<file path="src/rtl/srf_pkg.sv">
// Shared types and window-local offsets for the shadow region filter.
// Assumes 32-bit word-aligned registers and windows of 0x200 bytes.
package srf_pkg;

    typedef enum logic [3:0] {
        SEL_NONE, SEL_EE, SEL_EE_CLR, SEL_EE_SET,
        SEL_QEE, SEL_QEE_CLR, SEL_QEE_SET,
        SEL_REEVAL, SEL_DMA_EN, SEL_QDMA_EN
    } reg_sel_e;

    localparam logic [8:0] LOC_EE      = 9'h020;
    localparam logic [8:0] LOC_EE_CLR  = 9'h028;
    localparam logic [8:0] LOC_EE_SET  = 9'h030;
    localparam logic [8:0] LOC_REEVAL  = 9'h070;
    localparam logic [8:0] LOC_QEE     = 9'h080;
    localparam logic [8:0] LOC_QEE_CLR = 9'h088;
    localparam logic [8:0] LOC_QEE_SET = 9'h08C;

    // Map a window-local offset to the channel register it names.
    function automatic reg_sel_e chan_sel(input logic [8:0] loc);
        case (loc)
            LOC_EE:      return SEL_EE;
            LOC_EE_CLR:  return SEL_EE_CLR;
            LOC_EE_SET:  return SEL_EE_SET;
            LOC_REEVAL:  return SEL_REEVAL;
            LOC_QEE:     return SEL_QEE;
            LOC_QEE_CLR: return SEL_QEE_CLR;
            LOC_QEE_SET: return SEL_QEE_SET;
            default:     return SEL_NONE;
        endcase
    endfunction

endpackage

</file>
<file path="src/rtl/srf_decode.sv">
// Address decoder: classifies a bus address as a global-window channel
// register, a shadow-window channel register with its region, or a global
// ownership mask register with its index. Assumes word alignment is required.
module srf_decode
    import srf_pkg::*;
#(
    parameter int AW       = 16,
    parameter int NREG     = 4,
    parameter int GLB_BASE = 32'h1000,
    parameter int SHD_BASE = 32'h2000,
    parameter int DEN_BASE = 32'h0340,
    parameter int QEN_BASE = 32'h0380,
    localparam int RW      = (NREG > 1) ? $clog2(NREG) : 1,
    localparam int SPAN    = 32'h200
) (
    input  logic [AW-1:0] addr,
    output reg_sel_e      sel,
    output logic          shadow,
    output logic [RW-1:0] region,
    output logic [RW-1:0] idx
);

    int a;

    // Range compare the address against each window and register group.
    always_comb begin
        a      = int'(addr);
        sel    = SEL_NONE;
        shadow = 1'b0;
        region = '0;
        idx    = '0;
        if (addr[1:0] == 2'b00) begin
            if (a >= GLB_BASE && a < GLB_BASE + SPAN) begin
                sel = chan_sel(addr[8:0]);
            end else if (a >= SHD_BASE && a < SHD_BASE + NREG * SPAN) begin
                shadow = 1'b1;
                region = RW'((a - SHD_BASE) / SPAN);
                sel    = chan_sel(addr[8:0]);
            end else if (a >= DEN_BASE && a < DEN_BASE + NREG * 8 && addr[2] == 1'b0) begin
                sel = SEL_DMA_EN;
                idx = RW'((a - DEN_BASE) / 8);
            end else if (a >= QEN_BASE && a < QEN_BASE + NREG * 4) begin
                sel = SEL_QDMA_EN;
                idx = RW'((a - QEN_BASE) / 4);
            end
        end
    end

endmodule

</file>
<file path="src/rtl/srf_owner_masks.sv">
// Per-region ownership masks (DMA and QDMA). Written and read only through
// global offsets. Presents the addressed region's masks to the channel file.
module srf_owner_masks
    import srf_pkg::*;
#(
    parameter int DW   = 32,
    parameter int NREG = 4,
    parameter int NCH  = 32,
    parameter int NQ   = 8,
    localparam int RW  = (NREG > 1) ? $clog2(NREG) : 1
) (
    input  logic           clk,
    input  logic           rst_n,
    input  logic           wr,
    input  reg_sel_e       sel,
    input  logic [RW-1:0]  idx,
    input  logic [RW-1:0]  region,
    input  logic [DW-1:0]  wdata,
    output logic [NCH-1:0] dmask,
    output logic [NQ-1:0]  qmask,
    output logic [DW-1:0]  rd_val
);

    logic [NCH-1:0] den_q [NREG];
    logic [NQ-1:0]  qen_q [NREG];

    for (genvar r = 0; r < NREG; r++) begin : g_region
        // Hold the two ownership masks of one region.
        always_ff @(posedge clk) begin
            if (!rst_n) begin
                den_q[r] <= '0;
                qen_q[r] <= '0;
            end else if (wr && idx == RW'(r)) begin
                if (sel == SEL_DMA_EN)  den_q[r] <= wdata[NCH-1:0];
                if (sel == SEL_QDMA_EN) qen_q[r] <= wdata[NQ-1:0];
            end
        end

        a_r9_den_only_global: assert property (@(posedge clk) disable iff (!rst_n)
            !(wr && sel == SEL_DMA_EN && idx == RW'(r)) |=> $stable(den_q[r]));
        a_r9_qen_only_global: assert property (@(posedge clk) disable iff (!rst_n)
            !(wr && sel == SEL_QDMA_EN && idx == RW'(r)) |=> $stable(qen_q[r]));
    end

    // Select the masks of the accessed region and the read-back value.
    always_comb begin
        dmask  = den_q[region];
        qmask  = qen_q[region];
        rd_val = '0;
        if (sel == SEL_DMA_EN)  rd_val[NCH-1:0] = den_q[idx];
        if (sel == SEL_QDMA_EN) rd_val[NQ-1:0]  = qen_q[idx];
    end

endmodule

</file>
<file path="src/rtl/srf_chan_regs.sv">
// Channel register file: DMA and QDMA event-enable registers with set/clear
// aliases, plus the re-evaluate strobe. Shadow accesses apply the supplied
// masks; global accesses see all bits; the strobe ignores masks.
module srf_chan_regs
    import srf_pkg::*;
#(
    parameter int DW  = 32,
    parameter int NCH = 32,
    parameter int NQ  = 8
) (
    input  logic           clk,
    input  logic           rst_n,
    input  logic           wr,
    input  reg_sel_e       sel,
    input  logic           shadow,
    input  logic [NCH-1:0] dmask,
    input  logic [NQ-1:0]  qmask,
    input  logic [DW-1:0]  wdata,
    output logic [NCH-1:0] ee_q,
    output logic [NQ-1:0]  qee_q,
    output logic           reeval_q,
    output logic [DW-1:0]  rd_val
);

    logic [NCH-1:0] dm, dw;
    logic [NQ-1:0]  qm, qw;

    // Effective masks: all ones through the global window.
    always_comb begin
        dm = shadow ? dmask : '1;
        qm = shadow ? qmask : '1;
        dw = wdata[NCH-1:0];
        qw = wdata[NQ-1:0];
        rd_val = '0;
        if (sel == SEL_EE)  rd_val[NCH-1:0] = ee_q & dm;
        if (sel == SEL_QEE) rd_val[NQ-1:0]  = qee_q & qm;
    end

    // Apply masked direct, set and clear writes; generate the strobe.
    always_ff @(posedge clk) begin
        if (!rst_n) begin
            ee_q     <= '0;
            qee_q    <= '0;
            reeval_q <= 1'b0;
        end else begin
            reeval_q <= wr && sel == SEL_REEVAL && wdata[0];
            if (wr) begin
                case (sel)
                    SEL_EE:      ee_q  <= (ee_q & ~dm) | (dw & dm);
                    SEL_EE_SET:  ee_q  <= ee_q | (dw & dm);
                    SEL_EE_CLR:  ee_q  <= ee_q & ~(dw & dm);
                    SEL_QEE:     qee_q <= (qee_q & ~qm) | (qw & qm);
                    SEL_QEE_SET: qee_q <= qee_q | (qw & qm);
                    SEL_QEE_CLR: qee_q <= qee_q & ~(qw & qm);
                    default: ;
                endcase
            end
        end
    end

    // unowned DMA bits hold across any shadow write.
    a_r5_dma_unowned_hold: assert property (@(posedge clk) disable iff (!rst_n)
        (wr && shadow && (sel == SEL_EE || sel == SEL_EE_SET || sel == SEL_EE_CLR))
        |=> (((ee_q ^ $past(ee_q)) & ~$past(dmask)) == '0));
    // unowned QDMA bits hold across any shadow write.
    a_r7_qdma_unowned_hold: assert property (@(posedge clk) disable iff (!rst_n)
        (wr && shadow && (sel == SEL_QEE || sel == SEL_QEE_SET || sel == SEL_QEE_CLR))
        |=> (((qee_q ^ $past(qee_q)) & ~$past(qmask)) == '0));
    // strobe fires regardless of masks, for one cycle.
    a_r8_reeval_fires: assert property (@(posedge clk) disable iff (!rst_n)
        (wr && sel == SEL_REEVAL && wdata[0]) |=> reeval_q);
    a_r8_reeval_single: assert property (@(posedge clk) disable iff (!rst_n)
        (reeval_q && !(wr && sel == SEL_REEVAL && wdata[0])) |=> !reeval_q);

endmodule

</file>
<file path="src/rtl/shadow_region_filter.sv">
// Top: register bus front end. Decodes each single-cycle access, routes it
// to the ownership masks or the channel file, and registers read data and
// the decode error flag. Assumes at most one access per cycle.
module shadow_region_filter
    import srf_pkg::*;
#(
    parameter int AW   = 16,
    parameter int DW   = 32,
    parameter int NREG = 4,
    parameter int NCH  = 32,
    parameter int NQ   = 8,
    localparam int RW  = (NREG > 1) ? $clog2(NREG) : 1
) (
    input  logic           clk,
    input  logic           rst_n,
    input  logic           bus_en,
    input  logic           bus_we,
    input  logic [AW-1:0]  bus_addr,
    input  logic [DW-1:0]  bus_wdata,
    output logic [DW-1:0]  bus_rdata,
    output logic           bus_err,
    output logic [NCH-1:0] evt_enable,
    output logic [NQ-1:0]  qevt_enable,
    output logic           reeval_pulse
);

    reg_sel_e       sel;
    logic           shadow, wr;
    logic [RW-1:0]  region, idx;
    logic [NCH-1:0] dmask;
    logic [NQ-1:0]  qmask;
    logic [DW-1:0]  rd_mask, rd_chan;

    srf_decode #(.AW(AW), .NREG(NREG)) dec_i (
        .addr(bus_addr), .sel(sel), .shadow(shadow), .region(region), .idx(idx)
    );

    assign wr = bus_en && bus_we && sel != SEL_NONE;

    srf_owner_masks #(.DW(DW), .NREG(NREG), .NCH(NCH), .NQ(NQ)) own_i (
        .clk(clk), .rst_n(rst_n), .wr(wr), .sel(sel), .idx(idx),
        .region(region), .wdata(bus_wdata), .dmask(dmask), .qmask(qmask),
        .rd_val(rd_mask)
    );

    srf_chan_regs #(.DW(DW), .NCH(NCH), .NQ(NQ)) chan_i (
        .clk(clk), .rst_n(rst_n), .wr(wr), .sel(sel), .shadow(shadow),
        .dmask(dmask), .qmask(qmask), .wdata(bus_wdata), .ee_q(evt_enable),
        .qee_q(qevt_enable), .reeval_q(reeval_pulse), .rd_val(rd_chan)
    );

    // Register read data and the decode error flag.
    always_ff @(posedge clk) begin
        if (!rst_n) begin
            bus_rdata <= '0;
            bus_err   <= 1'b0;
        end else begin
            bus_rdata <= (bus_en && !bus_we) ? (rd_mask | rd_chan) : '0;
            bus_err   <= bus_en && sel == SEL_NONE;
        end
    end

    // an error only follows an access.
    a_r10_err_after_access: assert property (@(posedge clk) disable iff (!rst_n)
        bus_err |-> $past(bus_en));
    // undecoded reads return zero.
    a_r10_undecoded_zero: assert property (@(posedge clk) disable iff (!rst_n)
        (bus_en && sel == SEL_NONE) |=> bus_rdata == '0);
    // no read request, zero read data next cycle.
    a_r11_idle_rdata_zero: assert property (@(posedge clk) disable iff (!rst_n)
        !(bus_en && !bus_we) |=> bus_rdata == '0);

endmodule

</file>
<file path="config.mk">
export PLATFORM = sky130hd
export DESIGN_NAME = shadow_region_filter
export DESIGN_NICKNAME = d
export VERILOG_FILES = /design/src/rtl/srf_pkg.sv /design/src/rtl/srf_decode.sv /design/src/rtl/srf_owner_masks.sv /design/src/rtl/srf_chan_regs.sv /design/src/rtl/shadow_region_filter.sv
export SDC_FILE = /design/constraint.sdc
export NUM_CORES = 1
export LEC_CHECK = 0
export BUFFER_PORTS_ARGS = -buffer_cell sky130_fd_sc_hd__buf_2
export CAP_MARGIN = 5
export CORE_ASPECT_RATIO = 0.5
export CORE_MARGIN = 5
export CORE_UTILIZATION = 60
export CTS_BUF_LIST = sky130_fd_sc_hd__clkbuf_8
export CTS_CLUSTER_SIZE = 16
export DETAILED_ROUTE_END_ITERATION = 12
export GPL_ROUTABILITY_DRIVEN = 1
export PLACE_DENSITY_LB_ADDON = 0.12
export REMOVE_ABC_BUFFERS = 1
export SLEW_MARGIN = 5
export SYNTH_ARGS = -nofsm -noshare
export SYNTH_HDL_FRONTEND = slang
export SYNTH_SLANG_ARGS = --single-unit
</file>
<file path="constraint.sdc">
create_clock -name clk -period 4.7 [get_ports clk]
set_input_delay 0.235 -clock clk [delete_from_list [all_inputs] [get_ports clk]]
set_output_delay 0.235 -clock clk [all_outputs]
set_load 0.005 [all_outputs]
</file>
==> impl_metrics.env, run 1 <==
export IMPL_synth_cell_types=76
export IMPL_grt_pass1_vias=10200
export IMPL_gp_congestion=0.908
export IMPL_cp_data_arrival_time_ps=3800
export IMPL_gr_usage_all_layers=0.314
export IMPL_ff_latch_area_um2=6290
export IMPL_yosysWarningCount=0
export IMPL_multi_input_area_um2=5370
export IMPL_die_height_um=111
export IMPL_syn_area_um2=12100
export IMPL_tns_ps=0
export IMPL_ant_nets=0
export IMPL_cts_root_buf="clkbuf_8"
export IMPL_period_needed_ps=3410
export IMPL_drive_above_1_share=0.231
export IMPL_start_kind="primary input"
export IMPL_cts_buffers=34
export IMPL_clock_sinks=234
export IMPL_initial_core_util=0.617
export IMPL_dp_hpwl_um=23800
export IMPL_path_buf_inv=2
export IMPL_finalCritPeriodShare=0.726
export IMPL_grt_pass1_wl_um=58100
export IMPL_synth_edf_count=160
export IMPL_powerDensity_nw_per_um2=302
export IMPL_cts_hold_buf=18
export IMPL_drc=0
export IMPL_viasPerCell=6.75
export IMPL_syn_inst=1094
export IMPL_io_pins=126
export IMPL_hold_slack_ps=21.2
export IMPL_port_buffers=125
export IMPL_slew_headroom=0.292
export IMPL_core_um2=19700
export IMPL_die_width_um=211
export IMPL_insertion_delay_ps=530
export IMPL_power_leakage_uw=0.00499
export IMPL_crit_family="simple AND/OR/NAND/NOR gates"
export IMPL_firstDrtPassIters=8
export IMPL_cts_resized_gates=0
export IMPL_worstMarginPinSlew_ps=1050
export IMPL_std_cell_rows=36
export IMPL_fp_dieArea_um2=23300
export IMPL_maxSlewViolCount=0
export IMPL_endpoint_kind="flip-flop"
export IMPL_cap_violations=0
export IMPL_setup_violations=0
export IMPL_hold_path_class="in -> reg"
export IMPL_fin_area_um2=13800
export IMPL_syn2layout_area_growth_pct=13.6
export IMPL_async_flop_share=0
export IMPL_grt_ovfl_total=0
export IMPL_n_antenna_cell=0
export IMPL_clkSlewWorstSetupHoldPaths_ps=70
export IMPL_rsz0062_at_grt="no"
export IMPL_h_tree_depth=2
export IMPL_synth_top_area_share=0.396
export IMPL_fill_cells=1453
export IMPL_yosys_area_top_type="edfxtp_1"
export IMPL_dr_first_iter_drc_count=1509
export IMPL_postSynthAreaPerCell_um2=11.1
export IMPL_wl_per_cell_um=24.5
export IMPL_finalHoldViolations=0
export IMPL_dpl_cell_area_um2=13000
export IMPL_fmax_mhz=293
export IMPL_finalClockSkew_ps=24.3
export IMPL_cts_path_max_buffers=3
export IMPL_fin_util=0.700
export IMPL_crit_fanout=31
export IMPL_cpMaxStageDelayCell="or4_1"
export IMPL_path_cells="buf_2, or4_1, or3_1, a311oi_1, ha_1, a22o_1, and3_1, buf_4, nand2_1, nor3_2, and2_1"
export IMPL_critPathRequiredTime_ps=5090
export IMPL_fin_nets=1284
export IMPL_post_cts_buffers=0
export IMPL_synthFlopType="edfxtp_1"
export IMPL_routed_wl_um=37200
export IMPL_grt_max_degree=34
export IMPL_criticalPathCategory="in -> reg"
export IMPL_crit_path_max_incr_delay_ps=590
export IMPL_synthTopCellsByArea="edfxtp_1, dfxtp_1, nor2_1, mux4_2, o211ai_1"
export IMPL_ys_ff_latch=234
export IMPL_vias=10200
export IMPL_reg2reg_setup_slack_ps=2820
export IMPL_cts_tree="built"
export IMPL_vdd_drop_max_uv=268
export IMPL_status="finished, final reports clean"
export IMPL_yosysSeqAreaShare=0.518
export IMPL_antenna_found_initial=0
kinds of logic after synthesis:
group	count (synthesis)	share of synthesized area
flip-flops	234	0.518
AO/OA/AOI/OAI	230	0.148
adder cells (fa/ha/maj)	3	0.00309
multiplexers	80	0.112
buffers and inverters	116	0.0425
XOR/XNOR	4	0.00351
AND/OR/NAND/NOR	427	0.173
path summary, 6_finish.rpt:
| path | start | to | cells past startpoint |
|---|---|---|---|
| max | bus_addr[14] | own_i.qen_q[1][5] | 11 |
| max reg2reg | own_i.qen_q[0][0] | chan_i.qee_q[0] | 5 |
| min | bus_wdata[23] | chan_i.ee_q[23] | 3 |
| min reg2reg | chan_i.ee_q[13] | chan_i.ee_q[13] | 2 |
area by class of cell:
class                      instances  area share
clock buffer                      36      0.0359
tap                              266      0.0241
sequential                       234       0.456
timing repair buffer             178      0.0775
inverter                          37      0.0101
clock inverter                    22     0.00644
multi-input combinational        744       0.390
worst min-delay path: stages:
cell and delay [ps]:
buf_2 100, nand3b_1 70, o211ai_1 90
power breakdown:
part	leakage (µW)	internal (µW)	switching [µW]
registers	0.00211	2270	42.7
clock network	0.000349	706	785
logic	0.00253	153	210
state kept, by name, indices dropped and copies added, names as in the netlist:
name / count
chan_i.reeval_q: 1
own_i.qen_q: 32
bus_rdata: 32
bus_err: 1
chan_i.ee_q: 32
own_i.den_q: 128
chan_i.qee_q: 8
cell usage after synthesis (6+ instances only):
| cell type | n |
|---|---|
| nand3_1 | 20 |
| nor3_1 | 8 |
| o32ai_1 | 14 |
| nand2_1 | 67 |
| mux2i_1 | 13 |
| or2_2 | 6 |
| buf_6 | 6 |
| buf_2 | 22 |
| nor2b_1 | 9 |
| inv_1 | 35 |
| clkbuf_1 | 45 |
| o22ai_1 | 18 |
| a222oi_1 | 32 |
| nand3b_1 | 29 |
| dfxtp_1 | 74 |
| nor2_1 | 211 |
| a31oi_1 | 6 |
| edfxtp_1 | 160 |
| mux4_2 | 35 |
| mux2_4 | 22 |
| a22oi_1 | 10 |
| and2_1 | 30 |
| nor4_1 | 6 |
| o21ai_0 | 30 |
| o211ai_1 | 65 |
metrics by stage:
stage / instances / worst slack [ps] / total power (µW)
final: 1517 / 1290 / 4160
after CTS: 1517 / 1340 / 4170
after global placement: 1441 / 851 / 2680
after floorplan: 1015 / -887 / 2550
after global routing: 1517 / 1100 / 4300
after detailed placement: 1441 / 790 / 2700
placed cells by master (no fill, tap or decap), drive strengths merged, types with 18 or more instances in the layout:
cell type / Yosys / final
a222oi: 32 / 32
and2: 30 / 30
buf: 34 / 160
clkbuf: 45 / 36
dfxtp: 74 / 74
dlygate4sd3: 0 / 18
edfxtp: 160 / 160
inv: 36 / 50
mux2: 32 / 32
mux4: 35 / 35
nand2: 67 / 67
nand3: 20 / 20
nand3b: 29 / 29
nor2: 211 / 211
o211ai: 65 / 65
o21ai: 31 / 31
o22ai: 18 / 18
per-layer routing:
| layer | GRT usage | vias to the layer above | routed length [µm] |
|---|---|---|---|
| li1 | - | 4442 | - |
| met1 | 0.454 | 5005 | 14800 |
| met2 | 0.476 | 711 | 16600 |
| met3 | 0.0731 | 84 | 4830 |
| met4 | 0.0950 | 0 | 918 |
| met5 | 0 | - | 0 |
(Power assumes the default switching activity.)
==> inputs of run 2 (changes only) <==
==> constraint.sdc (replaced) <==
create_clock -name clk -period 3.3 [get_ports clk]
set_input_delay 0.165 -clock clk [delete_from_list [all_inputs] [get_ports clk]]
set_output_delay 0.165 -clock clk [all_outputs]
set_load 0.005 [all_outputs]
==> run 2 against run 1 <==
  * Critical path type unchanged
  * Sequential share of layout area shrank 2.1 points
  * Highest routed layer unchanged
  * Largest cell class unchanged
  * Die area did not move
  * Hold slack better by 8.1 ps
  * Sequential cell count did not move
  * First-iteration DRC count grew 5.6%
  * Cell area grew 4.9%
  * Utilization rose by 3.4 points
  * Critical path depth increased by 1
  * Global-route usage is 0.86 points higher
  * Sequential power is 42% higher
==> impl_metrics.env, run 2 (same netlist as run 1, synthesis figures left out) <==
export IMPL_status="finished, final reports clean"
export IMPL_ant_nets=0
export IMPL_hold_path_class="in -> reg"
export IMPL_cts_path_max_buffers=3
export IMPL_start_kind="primary input"
export IMPL_maxSlewViolCount=0
export IMPL_fmax_mhz=313
export IMPL_cp_data_arrival_time_ps=3620
export IMPL_std_cell_rows=36
export IMPL_viasPerCell=6.69
export IMPL_cap_violations=0
export IMPL_drive_above_1_share=0.259
export IMPL_criticalPathCategory="in -> reg"
export IMPL_die_height_um=111
export IMPL_syn2layout_area_growth_pct=19.1
export IMPL_h_tree_depth=2
export IMPL_n_antenna_cell=0
export IMPL_fin_util=0.735
export IMPL_regMostFlops="own_i.den_q"
export IMPL_post_cts_buffers=0
export IMPL_gp_congestion=0.933
export IMPL_worstMarginPinSlew_ps=670
export IMPL_port_buffers=125
export IMPL_pre_cts_slack_ps=-482
export IMPL_fp_dieArea_um2=23300
export IMPL_io_pins=126
export IMPL_grt_pass1_vias=10300
export IMPL_fin_area_um2=14500
export IMPL_vias=10600
export IMPL_wl_per_cell_um=24.3
export IMPL_dpl_cell_area_um2=13500
export IMPL_grt_ovfl_total=0
export IMPL_dp_hpwl_um=24600
export IMPL_antenna_found_initial=0
export IMPL_gr_usage_all_layers=0.323
export IMPL_cts_tree="built"
export IMPL_cts_root_buf="clkbuf_8"
export IMPL_critPathRequiredTime_ps=3720
export IMPL_cts_buffers=34
export IMPL_endpoint_kind="flip-flop"
export IMPL_period_needed_ps=3200
export IMPL_fin_nets=1341
export IMPL_clock_sinks=234
export IMPL_initial_core_util=0.617
export IMPL_grt_pass1_wl_um=59400
export IMPL_setup_violations=0
export IMPL_routed_wl_um=38300
export IMPL_drc=0
export IMPL_firstDrtPassIters=9
export IMPL_die_width_um=211
export IMPL_finalClockSkew_ps=20.9
export IMPL_final_common_cell="nor2_1"
export IMPL_slew_headroom=0.552
export IMPL_final_cell_mix="nor2_1, edfxtp_1, buf_2"
export IMPL_finalHoldViolations=0
export IMPL_finalCritPeriodShare=0.970
export IMPL_core_um2=19700
export IMPL_power_leakage_uw=0.00534
export IMPL_grt_max_degree=40
export IMPL_largest_reg_flops=128
export IMPL_clkSlewWorstSetupHoldPaths_ps=70
export IMPL_insertion_delay_ps=550
export IMPL_tns_ps=0
export IMPL_powerDensity_nw_per_um2=422
export IMPL_fin_ws_ps=100
export IMPL_vdd_drop_max_uv=386
export IMPL_dr_first_iter_drc_count=1594
export IMPL_crit_fanout=6
run 2: cell types whose count changed in the layout (fill, tap and decap cells not counted), moves of 2 or more:
cell           before  now
clkbuf_8           36   39
buf_12              0   13
buf_4              35   69
inv_6               0    2
dlygate4sd3_1      18   28
clkinv_2            2    0
run 2: critical path, cell delays in order:
cell	delay, ps
buf_2	110
or4_1	530
or3_1	380
a311oi_2	370
ha_1	270
xor2_2	220
a22o_1	260
buf_4	180
mux2_2	330
a222oi_1	320
o32ai_1	180
a311o_1	310
run 2: area by class of cell:
type,instances,area [µm²]
tap,266,333
multi-input combinational,744,5390
sequential,234,6290
clock buffer,39,537
clock inverter,22,92.6
fill,1377,5230
inverter,37,139
timing repair buffer,235,1680
run 2: power breakdown:
group	total [µW]	switching [µW]	internal, µW
clock	2250	1170	1090
combinational	568	309	259
sequential	3290	60.4	3230
run 2: worst paths after layout:
check             cells after the start  slack [ps]              end         startpoint
setup reg to reg                      5        1240  chan_i.qee_q[0]  own_i.qen_q[2][0]
setup / recovery                     12         100     bus_rdata[5]       bus_addr[14]
hold reg to reg                       2         520    bus_rdata[10]    chan_i.ee_q[10]
hold / removal                        3          30   chan_i.ee_q[7]       bus_wdata[7]
run 2: metrics by stage:
step	hold WS (ps)	instances	power, µW
global route	34.3	1577	6310
CTS	0.237	1577	6110
global placement	443	1488	3860
floorplan	311	1015	3630
detailed placement	455	1488	3880
finish	29.3	1577	6110
run 2: repair_timing:
item | CTS | global route
endpoints found under the setup margin | 0 | 13
hold endpoints to repair | 36 | 0
resized for setup | 0 | 2
hold buffers | 28 | 0
run 2: layer usage:
metal,vias to the layer above,part of all wire,global-route usage
met5,-,0,0
met4,0,0.022,0.0902
met3,68,0.13,0.0901
met2,746,0.45,0.492
met1,5183,0.40,0.457
li1,4555,-,-
